--- config.mk ---
export PLATFORM = sky130hd
export DESIGN_NAME = input_change_monitor
export DESIGN_NICKNAME = d
export VERILOG_FILES = /design/src/rtl/icm_pkg.sv /design/src/rtl/icm_datapath.sv /design/src/rtl/icm_control.sv /design/src/rtl/input_change_monitor.sv
export SDC_FILE = /design/constraint.sdc
export NUM_CORES = 1
export LEC_CHECK = 0
export BUFFER_PORTS_ARGS = -buffer_cell sky130_fd_sc_hd__buf_2
export CAP_MARGIN = 25
export CORE_MARGIN = 2
export CORE_UTILIZATION = 40
export DETAILED_ROUTE_END_ITERATION = 7
export PLACE_DENSITY = 0.73
export SLEW_MARGIN = 10
export SYNTH_ARGS = -nofsm -noshare
export SYNTH_HDL_FRONTEND = slang
export SYNTH_HIERARCHICAL = 1
export SYNTH_SLANG_ARGS = --single-unit
export TNS_END_PERCENT = 5
--- constraint.sdc ---
create_clock -name clk -period 1.69 [get_ports clk]
set_input_delay 0.2535 -clock clk [delete_from_list [all_inputs] [get_ports clk]]
set_output_delay 0.2535 -clock clk [all_outputs]
set_load 0.01 [all_outputs]
--- src/rtl/icm_pkg.sv ---
package icm_pkg;
  // strobes from control to datapath
  typedef struct packed {
    logic take;    // reload snapshot, clear flags
    logic report;  // capture pre-clear flags for the flag byte
    logic prime;   // after reset: track inputs, no flagging
  } icmStrobe_t;
endpackage

--- src/rtl/icm_datapath.sv ---
module icm_datapath
  import icm_pkg::*;
#(
  parameter int NUM_IN      = 4,
  parameter int SYNC_STAGES = 2
) (
  input  logic              clk,
  input  logic              rstN,
  input  logic [NUM_IN-1:0] pinIn,
  input  icmStrobe_t        strobe,
  output logic [NUM_IN-1:0] flags,
  output logic [NUM_IN-1:0] flagReport
);
  logic [NUM_IN-1:0] syncChain [SYNC_STAGES];
  logic [NUM_IN-1:0] syncIn;
  logic [NUM_IN-1:0] snapshot;

  always_ff @(posedge clk or negedge rstN) begin
    if (!rstN) begin
      for (int s = 0; s < SYNC_STAGES; s++) syncChain[s] <= '0;
    end else begin
      syncChain[0] <= pinIn;
      for (int s = 1; s < SYNC_STAGES; s++) syncChain[s] <= syncChain[s-1];
    end
  end

  assign syncIn = syncChain[SYNC_STAGES-1];

  always_ff @(posedge clk or negedge rstN) begin
    if (!rstN) begin
      snapshot   <= '0;
      flags      <= '0;
      flagReport <= '0;
    end else begin
      if (strobe.report) flagReport <= flags;
      if (strobe.prime || strobe.take) begin
        snapshot <= syncIn;
        flags    <= '0;
      end else begin
        flags <= flags | (syncIn ^ snapshot);
      end
    end
  end

  // flags only fall on a snapshot event
  a_r2_flag_sticky: assert property (@(posedge clk) disable iff (!rstN)
    (!strobe.take && !strobe.prime) |=> ((flags & $past(flags)) == $past(flags)));

  // a flag rises only where input and snapshot differed
  a_r1_flag_cause: assert property (@(posedge clk) disable iff (!rstN)
    1'b1 |=> ((flags & ~$past(flags) & ~$past(syncIn ^ snapshot)) == '0));

  // the flag byte holds the pre-clear flags
  a_r6_report_prev: assert property (@(posedge clk) disable iff (!rstN)
    strobe.report |=> (flagReport == $past(flags)));
endmodule

--- src/rtl/icm_control.sv ---
module icm_control
  import icm_pkg::*;
#(
  parameter int NUM_IN      = 4,
  parameter int SYNC_STAGES = 2
) (
  input  logic              clk,
  input  logic              rstN,
  input  logic              addrAck,
  input  logic              isRead,
  input  logic              pairAck,
  input  logic              flagSent,
  input  logic              stopSeen,
  input  logic              maskWe,
  input  logic [NUM_IN-1:0] maskIn,
  input  logic [NUM_IN-1:0] flags,
  output icmStrobe_t        strobe,
  output logic              intDrive
);
  localparam int PRIME_CYC = SYNC_STAGES + 1;
  localparam int PW        = $clog2(PRIME_CYC + 1);

  logic [NUM_IN-1:0] mask;
  logic [PW-1:0]     primeCnt;
  logic              reading;
  logic              pendHold;
  logic              maskedHit;

  assign maskedHit     = |(flags & mask);
  assign strobe.prime  = (primeCnt != PW'(PRIME_CYC));
  assign strobe.take   = addrAck | (reading & pairAck);
  assign strobe.report = (addrAck & isRead) | (!addrAck & reading & pairAck);

  always_ff @(posedge clk or negedge rstN) begin
    if (!rstN) begin
      mask     <= '1;
      primeCnt <= '0;
      reading  <= 1'b0;
      pendHold <= 1'b0;
      intDrive <= 1'b0;
    end else begin
      if (strobe.prime) primeCnt <= primeCnt + 1'b1;
      if (maskWe) mask <= maskIn;

      if (addrAck)       reading <= isRead;
      else if (stopSeen) reading <= 1'b0;

      if (strobe.report)            pendHold <= maskedHit;
      else if (stopSeen)            pendHold <= 1'b0;
      else if (reading && flagSent) pendHold <= 1'b0;

      if (strobe.prime || strobe.take) intDrive <= 1'b0;
      else if (stopSeen)               intDrive <= intDrive | maskedHit | pendHold;
      else if (reading)                intDrive <= intDrive;
      else                             intDrive <= intDrive | maskedHit;
    end
  end

  // an address acknowledge releases the interrupt
  a_r5_ack_releases: assert property (@(posedge clk) disable iff (!rstN)
    addrAck |=> !intDrive);

  // no assertion while a read is open
  a_r8_hold_in_read: assert property (@(posedge clk) disable iff (!rstN)
    (reading && !stopSeen) |=> !intDrive);

  // a STOP outside an access never drops the interrupt
  a_r10_stop_keeps: assert property (@(posedge clk) disable iff (!rstN)
    (stopSeen && !reading && !addrAck && intDrive) |=> intDrive);

  // once raised outside a read, it holds until an acknowledge
  a_r11_int_holds: assert property (@(posedge clk) disable iff (!rstN)
    (intDrive && !strobe.take) |=> intDrive);
endmodule

--- src/rtl/input_change_monitor.sv ---
module input_change_monitor
  import icm_pkg::*;
#(
  parameter int NUM_IN      = 4,
  parameter int SYNC_STAGES = 2
) (
  input  logic              clk,
  input  logic              rstN,
  input  logic [NUM_IN-1:0] pinIn,
  input  logic              addrAck,
  input  logic              isRead,
  input  logic              pairAck,
  input  logic              flagSent,
  input  logic              stopSeen,
  input  logic              maskWe,
  input  logic [NUM_IN-1:0] maskIn,
  output logic [NUM_IN-1:0] changeFlags,
  output logic [NUM_IN-1:0] flagReport,
  output logic              intDrive
);
  icmStrobe_t strobe;

  icm_control #(.NUM_IN(NUM_IN), .SYNC_STAGES(SYNC_STAGES)) uCtl (
    .clk(clk), .rstN(rstN), .addrAck(addrAck), .isRead(isRead),
    .pairAck(pairAck), .flagSent(flagSent), .stopSeen(stopSeen),
    .maskWe(maskWe), .maskIn(maskIn), .flags(changeFlags),
    .strobe(strobe), .intDrive(intDrive)
  );

  icm_datapath #(.NUM_IN(NUM_IN), .SYNC_STAGES(SYNC_STAGES)) uDp (
    .clk(clk), .rstN(rstN), .pinIn(pinIn), .strobe(strobe),
    .flags(changeFlags), .flagReport(flagReport)
  );
endmodule

# ---- Word level (Yosys, flattened, before mapping)
# Cells that the tools add are included.
dict set report classes {
  n_addsub 1
  eq_ne 2
  n_mux 9
  bitwise_logic 11
  n_reduce_logical 6
}
# op count
set op_table {}
lappend op_table {{two-way mux 1 bit} 8}
lappend op_table {{bitwise AND 1 bit} 4}
lappend op_table {{bitwise AND 4 bit} 1}
lappend op_table {{two-way mux 4 bit} 1}
lappend op_table {{OR 1 bit} 4}
lappend op_table {{OR 4 bit} 1}
lappend op_table {{OR reduction 4 bit} 1}
lappend op_table {{XOR 4 bit} 1}
lappend op_table {{inequality test 3 bit, second input constant} 1}
lappend op_table {{nonzero test 3 bit} 1}
lappend op_table {{adder 2 x 1 -> 2 bit, second input constant} 1}
lappend op_table {{inequality test 2 bit, second input constant} 1}
lappend op_table {{nonzero test 2 bit} 1}
lappend op_table {{logical AND 1 bit} 1}
lappend op_table {{logical NOT 1 bit} 1}
lappend op_table {{logical OR 1 bit} 1}
dict set report totals {
  regBits 29
  input_bits 16
  output_inout_bits 9
  elab_cells 39
}

# ---- Logic depth before layout (Yosys ltp)
# Gate-level depths: netlist of the first run.
dict set report depth {
  ltp_word 6
  depth_mapped 4
  depth_no_buf 4
}

# ---- Hierarchy
# The synthesis of the first run kept the hierarchy.
# mod instances cells_each area_each_um2 seq_area_each_um2
set by_module_without_submodules {}
lappend by_module_without_submodules {icm_datapath 1 37 666.9 500.5}
lappend by_module_without_submodules {icm_control 1 33 412.9 230.2}

# ---- Worst setup path after synthesis of the first run
# No wires, ideal clock.
dict set report synth_timing {
  path_type {register -> register}
  startpoint {register uCtl.reading}
  endpoint {register uDp.snapshot[0]}
  setup_time_ns 0.125
  arrival_time_ns 1.206
  t_required_ns 1.565
  slack_ns 0.360
  stages_incl_launch_ff 5
  path_buffers 0
  period_less_slack_ns 1.330
  cell_sequence {dfrtp_1 -> a21oi_1 -> inv_1 -> nor2_4 -> mux2_2}
}
# element line
set synth_lines {}
lappend synth_lines {{from (decl)} icm_control.sv:25} ;# logic reading;
lappend synth_lines {{from (signal assigned)} icm_control.sv:45} ;# if (addrAck) reading <= isRead;
lappend synth_lines {{to (signal assigned)} icm_datapath.sv:37} ;# snapshot <= syncIn;
lappend synth_lines {{to (decl)} icm_datapath.sv:16} ;# logic [NUM_IN-1:0] snapshot;

==> results of run 1 <==
## cell type report
class,instances,share of cell area
clock buffers,7,0.04938
clock inverters,1,0.003799
inverters,2,0.005698
multi-input cells,39,0.2593
flip-flops and latches,29,0.5546
well taps,30,0.02849
repair buffers,25,0.09877
## registers in the layout, indices dropped and copies added, names as in the netlist
| register | cells |
|---|---|
| uDp/flagReport | 4 |
| uDp/snapshot | 4 |
| uCtl/mask | 4 |
| uDp/syncChain | 4 |
| uCtl/primeCnt | 2 |
| uCtl/intDrive | 1 |
| uCtl/reading | 1 |
| uDp/flags | 4 |
| uCtl/pendHold | 1 |
| uDp/syncIn | 4 |
## worst reg2reg max path, delay by kind of cell, from the launching register on
| kind | cells | cell delay [ns] |
|---|---|---|
| buffers and inverters | 1 | 0.11 |
| muxes | 1 | 0.36 |
| DFF | 1 | 0.41 |
| and+or+nand+nor | 1 | 0.21 |
| AOI/OAI and AO/OA | 1 | 0.24 |
## kinds of logic after synthesis
family	count (synthesis)
flops	29
mux	14
compound gates	11
fa+ha+maj	1
simple gates	8
buf+inv	2
xor+xnor	5
## timing repair
item                                    CTS  global route
endpoints found under the setup margin    0             0
buffers inserted                          0             0
resized for setup                         0             0
endpoints found under the hold margin    25             0
hold buffers                              1             0
## final timing paths
| kind | from | to | slack, ns | cells past startpoint |
|---|---|---|---|---|
| worst max-delay path | uCtl/reading$_DFFE_PN0P_ | uDp/snapshot[1]$_DFFE_PN0N_ | 0.25 | 4 |
| worst min-delay path | pinIn[3] | uDp/syncChain[7]$_DFF_PN0_ | 0.04 | 1 |
| worst max register to register | uCtl/reading$_DFFE_PN0P_ | uDp/snapshot[1]$_DFFE_PN0N_ | 0.25 | 4 |
| max in group asynchronous | rstN | uCtl/primeCnt[0]$_DFFE_PN0P_ | 0.81 | 2 |
| min in group asynchronous | rstN | uDp/flags[3]$_DFF_PN0_ | 0.48 | 2 |
| worst min register to register | uDp/syncChain[4]$_DFF_PN0_ | uDp/syncIn[0]$_DFF_PN0_ | 0.35 | 0 |
## per-layer routing
layer	part of all wire	vias to the layer above	routed length [µm]	track usage
li1	-	307	-	-
met1	0.47	307	751	0.1494
met2	0.43	26	698	0.1582
met3	0.077	5	124	0.04884
met4	0.023	0	37	0.08163
met5	0	-	0	0
## power by group
part           internal [mW]  switching (mW)  total, mW
registers              0.771          0.0450      0.817
logic                  0.104          0.0893      0.193
clock network          0.241           0.223      0.464
total                   1.12           0.358       1.47
## cells in the final DEF (no fill, tap or decap), drive strengths merged, types with 2 or more instances in the layout
cell and count:
dfrtp 25, buf 24, o21a 4, inv 2, xor2 4, a21oi 2
o21ai 2, clkbuf 7, nand2 4, dfstp 4, mux2 13
## stage by stage
step	setup slack (ns)	area, µm²	total power [mW]
4_1_cts	0.2439	1318	1.497
3_3_place_gp	0.2867	1237	1.017
6_report	0.2465	1318	1.474
3_5_place_dp	0.2627	1237	1.026
2_1_floorplan	0.3596	1080	0.9344
5_1_grt	0.1203	1318	1.552
==> impl_metrics.json, run 1 <==
{
  "grt_usage": 0.1166,
  "h-tree-depth": 2,
  "syn_nets": 87,
  "slew_headroom": 0.5937,
  "row_count": 18,
  "vias": 645,
  "die-area_mm2": 0.003131,
  "maxCapViolations": 0,
  "first_iter_violations": 16,
  "synth_top_family_by_area": "multiplexers",
  "crit_path_cell_trace": "a21oi_1 > inv_1 > nor2_4 > mux2_2",
  "die_w_um": 55.96,
  "io_buffers": 24,
  "cpPeakStageDelay_ns": 0.41,
  "cp-start-kind": "flop",
  "grt.overflow.total": 0,
  "final_util": 0.5223,
  "slowest_stage": "dfrtp_1",
  "power_density_mw_per_mm2": 1119,
  "drcViolationCount": 0,
  "clock-skew-final_ns": 0.005479,
  "root_buffer": "clkbuf_4",
  "slew_viol_final": 0,
  "grt_setup_unrepaired": "false",
  "ys_types": 20,
  "whs_ns": 0.03654,
  "max-clock-path-buffers": 2,
  "clk_pin_slew_ns": 0.09,
  "synth_edf_count": 0,
  "multi_input_area_um2": 341.6,
  "nets": 119,
  "syn_area_mm2": 0.001080,
  "synth_xor_area_frac": 0.04056,
  "yosys-top-cells-area": "dfrtp_1 58%, mux2_2 14%, dfstp_2 9.7%",
  "period_share": 0.8541,
  "post-synth-top-count-cell": "dfrtp_1",
  "cp_top_family": "flip-flops",
  "critical_path_class": "flop to flop",
  "setup_viol": 0,
  "antenna_left": 0,
  "worst-path-buf-inv": 1,
  "antenna_found_initial": 0,
  "ys_seq_elements": 29,
  "cp-end-kind": "flop",
  "synth-compound-area-share": 0.07764,
  "yosysTopAreaCellShare": 0.5794,
  "synth-simple-area-share": 0.04171,
  "drive_above_1_share": 0.5049,
  "synth_area_leader_cell": "dfrtp_1",
  "wl_per_cell_um": 12.11,
  "grt_pass1_vias": 588,
  "final_cells": 133,
  "min_path_type": "primary input to flop",
  "coreArea_mm2": 0.002522,
  "fin_crit_ns": 1.443,
  "dpl.cell_count": 124,
  "worst_pin_slew_ns": 0.6095,
  "seq_area_frac_synth": 0.6767,
  "clock_sinks": 29,
  "cts_buffers": 5,
  "fmax_mhz": 692.8,
  "dpl.hpwl_um": 1171,
  "max-vdd-ir-drop_mv": 0.6925,
  "vias_per_cell": 4.850,
  "totalWireLength_um": 1611,
  "firstDrtPassIters": 4,
  "syn_inst": 70,
  "synth_area_per_cell_um2": 15.43,
  "tritoncts": "done",
  "synth_mux_area_frac": 0.1448,
  "worstSkewPairLatency_ns": 0.31,
  "register_area_um2": 730.7,
  "hold_viol": 0,
  "die_y_um": 55.96,
  "yosys_warnings": 6,
  "arrival_ns": 1.65,
  "area_growth_pct": 22.02,
  "diodes": 0,
  "gp_congestion": 0.7172,
  "ios": 25,
  "synthArstFlopShare": 1.000,
  "leakagePower_nw": 0.6281,
  "critPathMaxFanout": 8,
  "status": "complete, no violations",
  "synth_fa_ha_area_frac": 0.01159,
  "synth_flop_cell": "dfrtp_1",
  "start_util": 0.4281,
  "grt_max_degree": 30,
  "grt_pass1_wl_um": 2691,
  "fin_tns_setup_ns": 0,
  "synthTopCellsByCount": "25 x dfrtp_1, 13 x mux2_2",
  "required_ns": 1.89,
  "fillers": 226
}
(Power assumes the default switching activity.)
==> run 2: changes to the inputs <==
- CTS_BUF_LIST: unset -> sky130_fd_sc_hd__clkbuf_8
- PLACE_DENSITY: 0.73 -> 0.76
- clock period: 1.69 -> 1.3 ns (I/O delays scaled with it)
==> run 2 against run 1 <==
Net effect: the run now ends with setup timing left; sequential power increased by 31%; cell count rose by 3.8%; maximum frequency up 7.4%; sequential share of layout area shrank 4.3 points; global-route usage grew 3.0 points; clock-buffer cell count is 1 lower; total power is 54% higher; via count grew 6.5%; setup slack worse by 0.29 ns; die area unchanged; critical path type unchanged; largest cell class unchanged.
==> impl_metrics.json, run 2 (synthesis results as in run 1) <==
{
  "io_buffers": 24,
  "critPathMaxFanout": 7,
  "antenna_found_initial": 0,
  "wl_met1_um": 745,
  "worst-path-buf-inv": 1,
  "r2r_slack_ns": -0.04,
  "status": "complete, but fails checks",
  "violations": "setup timing",
  "antenna_left": 0,
  "arrival_ns": 1.50,
  "setup_ws_ns": -0.04448,
  "grt_max_degree": 30,
  "dpl.hpwl_um": 1306,
  "power_mw": 2.272,
  "slowest_stage": "dfrtp_1",
  "grt_usage": 0.1469,
  "min_path_type": "primary input to flop",
  "drcViolationCount": 0,
  "clk_pin_slew_ns": 0.06,
  "critical_path_class": "flop to flop",
  "maxCapViolations": 0,
  "grt_pass1_vias": 768,
  "min_to": "uDp/syncChain[5]$_DFF_PN0_",
  "max-clock-path-buffers": 2,
  "die-area_mm2": 0.003131,
  "hold_viol": 0,
  "final_common_cell": "dfrtp_1",
  "gp_congestion": 0.7340,
  "slew_headroom": 0.5890,
  "firstDrtPassIters": 4,
  "fin_crit_ns": 1.344,
  "worst_pin_slew_ns": 0.6165,
  "leakagePower_nw": 0.6894,
  "dpl.cell_count": 125,
  "start_util": 0.4281,
  "crit_path_cell_trace": "a21oi_2 > inv_2 > nor2_4 > mux2_4",
  "place_area_mm2": 0.001249,
  "area_growth_pct": 32.21,
  "clock-skew-final_ns": 0.002982,
  "clock_sinks": 29,
  "grt.overflow.total": 0,
  "top_layer": "met4",
  "nets": 124,
  "hp-start": "pinIn[1]",
  "final_cells": 138,
  "cp_top_family": "flip-flops",
  "fmax_mhz": 743.8,
  "fin_tns_setup_ns": -0.1572,
  "worstSkewPairLatency_ns": 0.27,
  "power_density_mw_per_mm2": 1592,
  "wl_per_cell_um": 13.50,
  "layout_common_cells": "25 x dfrtp_1, 24 x buf_2, 9 x mux2_2",
  "h-tree-depth": 2,
  "cp-end-kind": "flop",
  "ios": 25,
  "slew_viol_final": 0,
  "min_path_cells": 1,
  "cp-start-kind": "flop",
  "diodes": 0,
  "first_iter_violations": 15,
  "final_area_mm2": 0.001428,
  "dr_wl_met3_um": 133,
  "drive_above_1_share": 0.5370,
  "required_ns": 1.46,
  "row_count": 18,
  "vias_per_cell": 4.978,
  "cpPeakStageDelay_ns": 0.41,
  "r2r_start": "uCtl/reading$_DFFE_PN0P_",
  "wl_met2_um": 949,
  "totalWireLength_um": 1863,
  "period_share": 1.034,
  "vias": 687,
  "coreArea_mm2": 0.002522,
  "dp_slack_ns": -0.08531,
  "grt_pass1_wl_um": 3298,
  "setup_viol": 4,
  "root_buffer": "clkbuf_8",
  "r2r-end": "uDp/snapshot[3]$_DFFE_PN0N_",
  "die_y_um": 55.96,
  "tritoncts": "done",
  "die_w_um": 55.96,
  "cts_buffers": 5,
  "r2r.worst_path.cells": 4,
  "worst-path-stages": 4,
  "max-vdd-ir-drop_mv": 1.012,
  "grt_setup_unrepaired": "true"
}
## run 2: cell types whose count changed in the layout (fill, tap and decap cells not counted), sizes merged
cell,delta
clkinv,-1
buf,+5
clkbuf,-1
inv,+1
bufinv,+1
## run 2: through the flow
stage / util / hold slack, ns
2_1_floorplan: - / -0.1006
3_3_place_gp: 0.4950 / 0.2344
3_5_place_dp: 0.4950 / 0.2492
4_1_cts: 0.5600 / 0.009604
5_1_grt: 0.5660 / 0.002900
6_report: 0.5660 / 0.02326
## run 2: metal layers
layer / track usage / up-vias
li1: - / 318
met1: 0.1470 / 340
met2: 0.2415 / 25
met3: 0.07442 / 4
met4: 0.09184 / 0
met5: 0 / -
## run 2: final cells by class
class / count / area (µm²)
fill: 213 / 1095
sequential: 29 / 730.7
multi-input combinational: 39 / 367.9
timing repair buffer: 30 / 167.7
clock buffer: 6 / 82.58
tap: 30 / 37.54
clock inverter: 2 / 33.78
inverter: 2 / 7.507
## run 2: how the worst max path moves through the flow
stage / start / end / slack, ns
global placement: uCtl/reading$_DFFE_PN0P_ / uDp/snapshot[2]$_DFFE_PN0N_ / -0.04
global route: uCtl/reading$_DFFE_PN0P_ / uDp/snapshot[3]$_DFFE_PN0N_ / -0.09
floorplan: uCtl/reading$_DFFE_PN0P_ / uDp/snapshot[0]$_DFFE_PN0N_ / 0.02
detailed placement: uCtl/reading$_DFFE_PN0P_ / uDp/snapshot[1]$_DFFE_PN0N_ / -0.09
CTS: uCtl/reading$_DFFE_PN0P_ / uDp/snapshot[1]$_DFFE_PN0N_ / -0.02
finish: uCtl/reading$_DFFE_PN0P_ / uDp/snapshot[3]$_DFFE_PN0N_ / -0.04
## run 2: power breakdown
group	switching, mW	internal, mW	leakage, nW
Sequential	0.0613	1.01	0.340
Clock	0.312	0.615	0.0626
Combinational	0.126	0.153	0.286
Total	0.499	1.77	0.689
## run 2: timing repair
action                                  CTS  global route
endpoints found under the setup margin    8             5
hold buffers                              1             0
pin swaps                                 2             2
endpoints found under the hold margin    25             0
resized for setup                         6             0
setup buffers                             2             2
==> run 3: changes to the inputs <==
- SETUP_SLACK_MARGIN: unset -> 0.05
- clock period: 1.3 -> 1.1 ns (I/O delays scaled with it)
==> run 3 against run 2 <==
Net effect: the run still ends with setup timing left; die area unchanged; sequential share of layout area down 4.2 points; setup slack worse by 0.095 ns; total power up 29%; sequential cell count unchanged; wire length down 2.8%; maximum frequency up 8.5%; highest routed layer unchanged.
==> impl_metrics.json, run 3 (synthesis results as in run 1) <==
{
  "period_share": 1.127,
  "crit_path_cell_trace": "a21oi_2 > inv_2 > nor2_4 > mux2_4",
  "drive_above_1_share": 0.5556,
  "layout_common_cells": "25 x dfrtp_1, 22 x buf_2, 9 x mux2_2",
  "grt.overflow.total": 0,
  "area_growth_pct": 44.03,
  "power_frac_comb": 0.131,
  "vias_per_cell": 4.891,
  "tritoncts": "done",
  "worst_pin_slew_ns": 0.3488,
  "worst-path-buf-inv": 1,
  "antenna_found_initial": 0,
  "dpl.cell_count": 131,
  "max-vdd-ir-drop_mv": 1.495,
  "maxCapViolations": 0,
  "clock-skew-final_ns": 0.002992,
  "clock_sinks": 29,
  "clk_pin_slew_ns": 0.06,
  "violations": "setup timing",
  "io_buffers": 24,
  "ios": 25,
  "grt_setup_unrepaired": "true",
  "cpPeakStageDelay_ns": 0.40,
  "fillers": 197,
  "final_common_cell": "dfrtp_1",
  "critPathMaxFanout": 6,
  "die-area_mm2": 0.003131,
  "final_cells": 147,
  "worstSkewPairLatency_ns": 0.27,
  "max-clock-path-buffers": 2,
  "start_util": 0.4281,
  "cp-end-kind": "flop",
  "grt_usage": 0.1381,
  "dp_slack_ns": -0.2166,
  "wl_per_cell_um": 12.31,
  "cp_top_family": "flip-flops",
  "nets": 133,
  "critical_path_class": "flop to flop",
  "cts_buffers": 5,
  "root_buffer": "clkbuf_8",
  "use_met3": 0.04884,
  "firstDrtPassIters": 3,
  "grt_util_met2": 0.2313,
  "row_count": 18,
  "met1_usage": 0.1426,
  "fin_crit_ns": 1.239,
  "h-tree-depth": 2,
  "first_iter_violations": 19,
  "pwr-share-seq": 0.430,
  "die_w_um": 55.96,
  "p_clk_frac": 0.438,
  "top_usage_layer": "met2",
  "setup_ws_ns": -0.1393,
  "arrival_ns": 1.40,
  "fmax_mhz": 806.9,
  "r2r_slack_ns": -0.14,
  "vias": 719,
  "switching_share": 0.2102,
  "cp-start-kind": "flop",
  "p_sw_uw": 613.8,
  "antenna_left": 0,
  "power_density_mw_per_mm2": 1878,
  "slowest_stage": "dfrtp_1",
  "grt_pass1_wl_um": 3215,
  "gp_congestion": 0.8323,
  "status": "complete, but fails checks",
  "min_path_type": "primary input to flop",
  "slew_headroom": 0.7675,
  "coreArea_mm2": 0.002522,
  "internal-power_mw": 2.306,
  "totalWireLength_um": 1810,
  "power_mw": 2.920,
  "dpl.hpwl_um": 1277,
  "die_y_um": 55.96,
  "fin_tns_setup_ns": -1.201,
  "leakagePower_nw": 0.7443,
  "required_ns": 1.26,
  "grt_max_degree": 30,
  "final_util": 0.6166,
  "setup_viol": 12,
  "diodes": 0,
  "slew_viol_final": 0,
  "hold_viol": 0,
  "drcViolationCount": 0,
  "grt_pass1_vias": 743
}
run 3: cell count changes in the layout (fill, tap and decap cells not counted), sizes merged:
cell,previous run,this run
buf,29,34
bufinv,1,2
dlygate4sd3,1,5
clkinv,0,1
inv,3,2
clkbuf,6,5
run 3: timing repair:
item / in CTS / in global routing
hold buffers: 5 / 0
endpoints found under the hold margin: 29 / 0
gates cloned: 0 / 0
setup buffers: 3 / 0
setup endpoints to repair: 17 / 18
gates resized for setup: 9 / 1
pin swaps: 5 / 3
run 3: layout make-up:
type	count	area, µm²	area share
flip-flops and latches	29	730.7	0.4698
multi-input cells	39	380.4	0.2446
repair buffers	39	265.3	0.1706
clock buffers	5	68.82	0.04425
clock inverters	3	65.06	0.04183
well taps	30	37.54	0.02414
inverters	2	7.507	0.004827
run 3: power groups by stage:
stage               registers [mW]  clock network (mW)  logic, mW
finish                        1.26                1.28      0.383
global route                  1.27                1.36      0.417
CTS                           1.25                1.32      0.387
detailed placement            1.27                   0      0.331
global placement              1.26                   0      0.318
floorplan                     1.29                   0      0.145
run 3: metrics by stage:
step	cell area [µm²]	hold WS, ns
after floorplan	1096	-0.1306
after global placement	1306	0.1785
after detailed placement	1306	0.1848
after CTS	1551	0.1074
after global routing	1555	0.1238
final	1555	0.1199
run 3: worst reg2reg max path: cells and delay by family, from the launching register on:
kind | cells | cell delay (ns)
AOI/OAI and AO/OA | 1 | 0.16
buffers and inverters | 1 | 0.06
DFF | 1 | 0.40
and+or+nand+nor | 1 | 0.18
muxes | 1 | 0.33
run 3: final timing paths:
kind | depth (start not counted) | startpoint | end
max in group asynchronous | 3 | rstN | uCtl/mask[0]$_DFFE_PN1P_
worst min register to register | 0 | uDp/syncChain[6]$_DFF_PN0_ | uDp/syncIn[2]$_DFF_PN0_
worst max register to register | 4 | uCtl/reading$_DFFE_PN0P_ | uDp/snapshot[3]$_DFFE_PN0N_
worst max-delay path | 4 | uCtl/reading$_DFFE_PN0P_ | uDp/snapshot[3]$_DFFE_PN0N_
worst min-delay path | 2 | maskIn[2] | uCtl/mask[2]$_DFFE_PN1P_
min in group asynchronous | 3 | rstN | uCtl/primeCnt[0]$_DFFE_PN0P_
run 3: metal layers:
metal  vias up  routed length [µm]  part of all wire
li1        338                   -                 -
met1       354                 743              0.41
met2        21                 904              0.50
met3         6                  93             0.051
met4         0                  70             0.039
met5         -                   0                 0
